`config.mk`:
```
export PLATFORM = sky130hd
export DESIGN_NAME = bus_yield_policy
export DESIGN_NICKNAME = d
export VERILOG_FILES = /design/src/rtl/byp_pkg.sv /design/src/rtl/byp_status_class.sv /design/src/rtl/byp_need_decode.sv /design/src/rtl/byp_yield_gate.sv /design/src/rtl/bus_yield_policy.sv
export SDC_FILE = /design/constraint.sdc
export NUM_CORES = 1
export LEC_CHECK = 0
export ABC_CLOCK_PERIOD_IN_PS = 1600
export BUFFER_PORTS_ARGS = -buffer_cell sky130_fd_sc_hd__buf_2
export CAP_MARGIN = 20
export CORE_AREA = 3 3 40 42
export CTS_CLUSTER_DIAMETER = 150
export DETAILED_ROUTE_END_ITERATION = 8
export DIE_AREA = 0 0 43 45
export PLACE_DENSITY = 0.3
export SLEW_MARGIN = 20
export SYNTH_ARGS = -nofsm -noshare
export SYNTH_HDL_FRONTEND = slang
export SYNTH_SLANG_ARGS = --single-unit
```
`constraint.sdc`:
```
create_clock -name clk -period 1.6 [get_ports clk]
set_input_delay 0.08 -clock clk [delete_from_list [all_inputs] [get_ports clk]]
set_output_delay 0.08 -clock clk [all_outputs]
set_load 0.02 [all_outputs]
```
`src/rtl/byp_pkg.sv`:
```
package byp_pkg;

   typedef enum logic [1:0] {
      CLS_IO   = 2'd0,
      CLS_HALT = 2'd1,
      CLS_MEM  = 2'd2,
      CLS_IDLE = 2'd3
   } stat_cls_e;

   typedef enum logic [1:0] {
      TOPO_SHARED   = 2'd0,
      TOPO_PERIPH   = 2'd1,
      TOPO_RESIDENT = 2'd2,
      TOPO_COMBINED = 2'd3
   } topo_e;

   // Map strap levels onto a topology; iob_n is active low, resb active high.
   function automatic topo_e straps_to_topo(input logic iob_n, input logic resb);
      topo_e t;
      case ({iob_n, resb})
         2'b10:   t = TOPO_SHARED;
         2'b00:   t = TOPO_PERIPH;
         2'b11:   t = TOPO_RESIDENT;
         default: t = TOPO_COMBINED;
      endcase
      return t;
   endfunction

endpackage

```
`src/rtl/byp_status_class.sv`:
```
module byp_status_class #(
   parameter int unsigned STATUS_W  = 3,
   parameter int unsigned HALT_CODE = 3,
   parameter int unsigned IDLE_CODE = 7
) (
   input  logic [STATUS_W-1:0] status,
   output byp_pkg::stat_cls_e  cls
);
   import byp_pkg::*;

   localparam int unsigned NCODES = 1 << STATUS_W;
   localparam int unsigned MEM_BIT = STATUS_W - 1;

   if (STATUS_W < 2 || STATUS_W > 6) begin : g_bad_width
      $error("byp_status_class: STATUS_W out of range");
   end
   if (HALT_CODE == IDLE_CODE) begin : g_bad_codes
      $error("byp_status_class: halt and idle codes must differ");
   end
   if (HALT_CODE >= NCODES || IDLE_CODE >= NCODES) begin : g_bad_range
      $error("byp_status_class: special code exceeds status width");
   end

   stat_cls_e lut [NCODES];

   for (genvar c = 0; c < NCODES; c++) begin : g_code
      localparam logic [STATUS_W-1:0] CODE = STATUS_W'(c);
      if (c == IDLE_CODE) begin : g_idle
         assign lut[c] = CLS_IDLE;
      end else if (c == HALT_CODE) begin : g_halt
         assign lut[c] = CLS_HALT;
      end else if (CODE[MEM_BIT]) begin : g_mem
         assign lut[c] = CLS_MEM;
      end else begin : g_io
         assign lut[c] = CLS_IO;
      end
   end

   assign cls = lut[status];

endmodule

```
`src/rtl/byp_need_decode.sv`:
```
module byp_need_decode (
   input  byp_pkg::stat_cls_e cls,
   input  byp_pkg::topo_e     topo,
   input  logic               sys_sel,
   output logic               need
);
   import byp_pkg::*;

   logic is_active;
   logic is_mem;

   assign is_mem    = (cls == CLS_MEM);
   assign is_active = (cls == CLS_MEM) || (cls == CLS_IO);

   always_comb begin
      unique case (topo)
         TOPO_SHARED:   need = is_active;
         TOPO_PERIPH:   need = is_mem;
         TOPO_RESIDENT: need = is_active && sys_sel;
         TOPO_COMBINED: need = is_mem && sys_sel;
         default:       need = 1'b0;
      endcase
   end

endmodule

```
`src/rtl/byp_yield_gate.sv`:
```
module byp_yield_gate (
   input  byp_pkg::stat_cls_e cls,
   input  logic               need,
   input  logic               peer_req,
   input  logic               any_urgent,
   input  logic               hp_req,
   input  logic               lock_n,
   input  logic               crq_lock_n,
   output logic               surrender
);
   import byp_pkg::*;

   logic halt_cause;
   logic peer_cause;
   logic cause_any;

   assign halt_cause = (cls == CLS_HALT);
   // A lower-priority request wins only when the bus is idle for us,
   // unless the strap promotes it to the urgency of a higher-priority one.
   assign peer_cause = peer_req && (any_urgent || !need) && crq_lock_n;
   assign cause_any  = halt_cause || hp_req || peer_cause;
   assign surrender  = lock_n && cause_any;

endmodule

```
`src/rtl/bus_yield_policy.sv`:
```
module bus_yield_policy #(
   parameter int unsigned STATUS_W  = 3,
   parameter int unsigned HALT_CODE = 3,
   parameter int unsigned IDLE_CODE = 7
) (
   input  logic                clk,
   input  logic                rst,
   input  logic [STATUS_W-1:0] status,
   input  logic                strap_iob_n,
   input  logic                strap_resb,
   input  logic                strap_any,
   input  logic                sys_sel,
   input  logic                peer_req,
   input  logic                prio_in_n,
   input  logic                lock_n,
   input  logic                crq_lock_n,
   output logic                bus_need,
   output logic                surrender_ok
);
   import byp_pkg::*;

   stat_cls_e cls;
   topo_e     topo;
   logic      need_d;
   logic      surr_d;

   assign topo = straps_to_topo(strap_iob_n, strap_resb);

   byp_status_class #(
      .STATUS_W  (STATUS_W),
      .HALT_CODE (HALT_CODE),
      .IDLE_CODE (IDLE_CODE)
   ) u_class (
      .status (status),
      .cls    (cls)
   );

   byp_need_decode u_need (
      .cls     (cls),
      .topo    (topo),
      .sys_sel (sys_sel),
      .need    (need_d)
   );

   byp_yield_gate u_gate (
      .cls        (cls),
      .need       (need_d),
      .peer_req   (peer_req),
      .any_urgent (strap_any),
      .hp_req     (prio_in_n),
      .lock_n     (lock_n),
      .crq_lock_n (crq_lock_n),
      .surrender  (surr_d)
   );

   always_ff @(posedge clk) begin
      if (rst) begin
         bus_need     <= 1'b0;
         surrender_ok <= 1'b0;
      end else begin
         bus_need     <= need_d;
         surrender_ok <= surr_d;
      end
   end

endmodule

```
==> results of run 1 <==
[metal layers]
layer	wire, um	up-vias	GRT usage (%)
li1	-	72	-
met1	252	57	7.66
met2	138	15	7.19
met3	67	0	5.98
met4	0	0	7.23
met5	0	-	0
[path summary, 6_finish.rpt]
kind                          from           end  slack [ps]  cells after the start
worst max-delay path  surrender_ok  surrender_ok         850                      1
worst min-delay path           rst      bus_need          40                      2
[cells in the mapped netlist]
cell | n | area, um2
inv_1 | 1 | 3.75
nor2b_1 | 1 | 6.26
dfxtp_1 | 2 | 40.0
o311ai_1 | 1 | 8.76
o2bb2ai_2 | 1 | 15.0
a31oi_1 | 1 | 6.26
nor3_1 | 1 | 5.00
nand2b_1 | 1 | 6.26
a21oi_1 | 1 | 5.00
[state kept, by name, indices dropped and copies added (netlist names)]
register,flops
bus_need,1
surrender_ok,1
[power by group through the flow]
stage / clock network (mW) / logic [mW] / registers (mW)
after floorplan: 0 / 0.00848 / 0.0587
after global placement: 0 / 0.0332 / 0.0546
after detailed placement: 0 / 0.0341 / 0.0545
after CTS: 0.119 / 0.0342 / 0.0538
after global routing: 0.123 / 0.0384 / 0.0544
final: 0.112 / 0.0336 / 0.0538
[through the flow]
| stage | instances | hold WS (ps) | setup WS (ps) |
|---|---|---|---|
| after floorplan | 10 | 159 | 961 |
| after global placement | 39 | 269 | 812 |
| after detailed placement | 39 | 273 | 792 |
| after CTS | 42 | 33.5 | 839 |
| after global routing | 42 | 56.2 | 804 |
| final | 42 | 38.8 | 853 |
[logic make-up (layout without fill, tap and decap cells)]
| group | count (synthesis) | in the layout | share of synthesized area (%) |
|---|---|---|---|
| buffers and inverters | 1 | 18 | 3.89 |
| AO/OA/AOI/OAI | 4 | 4 | 36.4 |
| AND/OR/NAND/NOR | 3 | 3 | 18.2 |
| flip-flops | 2 | 2 | 41.6 |
[cell type report]
| type | count | area [um2] |
|---|---|---|
| Fill cell | 150 | 1080 |
| Timing Repair Buffer | 14 | 70.1 |
| Clock buffer | 3 | 22.5 |
| Multi-Input combinational cell | 7 | 52.6 |
| Sequential cell | 2 | 40.0 |
| Inverter | 1 | 3.75 |
| Tap cell | 15 | 18.8 |
==> metrics, run 1 <==
Worst Path Class, Setup=register to output pin; Post-CTS Hold Fix Bufs=0; WL final=459 um; remaining global-route overflow=0; Seq pwr share=27.1%; CTS tree=yes; yosys warns=0; Int Pwr=0.154 mW; clk buf depth=2; CTS Buf Count=3; sequential area share after synthesis=41.6%; Ports=15; Worst-path clk slew=30 ps; post-layout util=16.2%; relative slew slack=84.5%; layout cells sized above 1=66.7%; Comb pwr share=16.9%; Core Region=1280 um2; vias in the first global route=183; Final Hold Fails=0; CP peak stage delay=290 ps; Wirelength per Cell=10.9 um; switching part of the total=22.7%; post-cts sizing count=0; WP data arrival=670 ps; post-CTS setup buffers=0; die area=1940 um2; final setup fails=0; drt drc=0; drt initial violations=2; RSZ-0062 raised after global routing=no; CP Cell Sequence=buf_2; number of synthesized register bits=2; maximum number of pins on one net before global-route repair=3; crit end category=output pin; Peak Freq=1340 MHz; syn avg cell area=9.63 um2; antenna violations before repair=0; area grow syn2layout=116%; post-layout minimum cycle time=747 ps; Final period util=46.7%; clk sinks=2; HP Class=primary input to register; most frequent cells in the layout=buf_2 (14), clkbuf_4 (3), dfxtp_1 (2); DP Area=185 um2; Net Count, Synth=23; n_diodes=0; 1st-pass router iterations=2; status=finished, final reports clean; post-synth cell types=9; clock root buffer=clkbuf_4; first-pass GRT wire length=848 um; Slew Viols, Final=0; family with the most delay on the worst path=flip-flops; Starting Density=7.50%; post-synthesis cell count=10; P_leak=0.106 nW; power per cell area=958 nW/um2; total negative slack=0 ps; post-synthesis instance area=96.3 um2; Crit-path slowest cell=dfxtp_1; Critical Path RT=1520 ps; Peak VDD IR=0.168 mV; critical path peak fanout=1; vias per std cell=3.43; Die X=43 um; port bufs=14; Critical path buffers and inverters=1; Clock Power Share=56.1%; nets@finish=42; antenna-violating nets left=0; commonest non-fill, non-tap cell in the layout=buf_2; routability congestion estimate=0.742; Tot Pwr=0.199 mW; post-route cell area=208 um2; startpoint types=register; Slew @ Worst Pin=229 ps; Overall Global Routing Usage=6.89%; FP Rows=13; Switch Pwr=0.0451 mW; routed via count=144; H-tree depth=1; Die Ht=45 um; MaxCap Viol Count=0
Power figures use the tool's default switching activity.
==> run 2, diff against run 1 <==
ABC_AREA = 1   (was unset)
ABC_CLOCK_PERIOD_IN_PS = 800   (was 1600)
clock period = 0.8 ns   (was 1.6 ns; I/O delays follow)
==> metrics, run 2 <==
post-CTS setup buffers=0; Ports=15; relative slew slack=87.7%; P_leak=0.147 nW; met2 Resource Use GR=6.59%; PnR worst setup slack=61.4 ps; Slew Viols, Final=0; post-layout util=18.4%; Final Hold Fails=0; Starting Density=8.96%; vias in the first global route=182; power per cell area=1700 nW/um2; top post-synthesis cells by area=dfxtp_1 (35%), nand2_1 (20%), inv_1 (16%); sequential area share after synthesis=34.8%; remaining global-route overflow=0; routing usage on met1=4.80%; commonest non-fill, non-tap cell in the layout=buf_2; CP peak stage delay=530 ps; antenna-violating nets left=0; Worst Path Class, Setup=primary input to register; area leader, netlist=dfxtp_1; maximum number of pins on one net before global-route repair=3; WL final=383 um; Seq pwr share=26.8%; GR peak layer=met4; Post-synth ARST share=0%; drt drc=0; yosys warns=0; Final period util=92.3%; H-tree depth=1; FP Rows=13; hold path depth=3; post-cts sizing count=0; Net Count, Synth=32; Main synth FF type=dfxtp_1; routability congestion estimate=0.687; crit end category=register; final setup fails=0; post-synthesis instance area=115 um2; total negative slack=0 ps; Peak VDD IR=0.217 mV; pre-CTS WS=228 ps; Critical path buffers and inverters=3; n_diodes=0; most frequent cells in the layout=buf_2 (14), nand2_1 (6), inv_1 (5); Slew @ Worst Pin=184 ps; Int Pwr=0.311 mW; WHS Endpoint=surrender_ok; Worst-path clk slew=30 ps; startpoint types=primary input; Crit-path slowest cell=dlygate4sd3_1; Comb pwr share=18.8%; Peak Freq=1350 MHz; DP Area=204 um2; Clock Power Share=54.3%; syn avg cell area=6.06 um2; first-pass GRT wire length=669 um; switching part of the total=22.6%; Wirelength per Cell=7.37 um; vias per std cell=3.35; drt initial violations=3; Synth top cells by count=nand2_1 (6), inv_1 (5), dfxtp_1 (2); number of enable flip-flop cells after synthesis=0; Overall Global Routing Usage=5.24%; count leader, synth=nand2_1; post-layout minimum cycle time=739 ps; Die X=43 um; post-route cell area=236 um2; number of synthesized register bits=2; nets@finish=52; Tot Pwr=0.401 mW; area grow syn2layout=105%; Die Ht=45 um; family with the most delay on the worst path=buffers and inverters; die area=1940 um2; port bufs=14; Synth top area share=34.8%; 1st-pass router iterations=4; status=finished, final reports clean; Critical Path RT=960 ps; routed via count=174; MaxCap Viol Count=0; biggest regs=bus_need x1, surrender_ok x1; post-synthesis cell count=19; WP data arrival=890 ps; Switch Pwr=0.0908 mW; layout cells sized above 1=51.4%; CP Cell Sequence=dlygate4sd3_1 -> buf_2 -> inv_1 -> nand2_1 -> a21oi_2; RSZ-0062 raised after global routing=no; worst hold start=lock_n; clk sinks=2; antenna violations before repair=0; Core Region=1280 um2; post-synth cell types=9; CTS Buf Count=3; critical path peak fanout=2; CTS tree=yes; clock root buffer=clkbuf_4; HP Class=primary input to register; clk buf depth=2; met3 Use GR=3.59%
run 2: metrics by stage:
| stage | hold slack [ps] | cells |
|---|---|---|
| after floorplan | 112 | 19 |
| after global placement | 216 | 48 |
| after global routing | 84.5 | 52 |
| after detailed placement | 227 | 48 |
| final | 77.0 | 52 |
| after CTS | 72.3 | 52 |
run 2: repair_timing:
action / in CTS / in global routing
hold endpoints to repair: 1 / 0
hold buffers: 1 / 0
setup endpoints to repair: 0 / 0
run 2: final cells by class:
type	instances	area, um2
repair buffers	15	80.1
inverters	6	22.5
well taps	15	18.8
multi-input cells	11	52.6
clock buffers	3	22.5
flip-flops and latches	2	40.0
fillers	151	1050
run 2: logic make-up after synthesis:
kind of cell           Yosys count  synth area share (%)
AND/OR/NAND/NOR                  9                  32.6
flip-flops                       2                  34.8
AO/OA/AOI/OAI                    2                  13.0
buffers and inverters            6                  19.6
run 2: tightest hold or removal path, stage by stage:
cell	delay [ps]
buf_2	100
nand2_1	80
a21oi_2	30
run 2: per-layer routing:
layer | vias to the layer above | share of wire (%) | routed length, um
met5 | - | 0 | 0
met1 | 66 | 40 | 155
li1 | 93 | - | -
met4 | 0 | 0 | 0
met2 | 15 | 38 | 144
met3 | 0 | 22 | 83
run 2: power groups by stage:
stage	combinational (mW)	sequential, mW	clock, mW
after floorplan	0.0243	0.117	0
after global placement	0.0709	0.109	0
after detailed placement	0.0732	0.109	0
after CTS	0.0771	0.108	0.233
after global routing	0.0865	0.108	0.228
final	0.0756	0.108	0.218
run 2: how the worst max path moves through the flow:
stage | startpoint | endpoint | slack [ps] | depth (start not counted)
floorplan | bus_need | bus_need | 360 | 0
global placement | status[0] | surrender_ok | 240 | 5
detailed placement | status[0] | surrender_ok | 230 | 5
CTS | rst | surrender_ok | 60 | 5
global route | rst | surrender_ok | 20 | 5
finish | rst | surrender_ok | 60 | 5
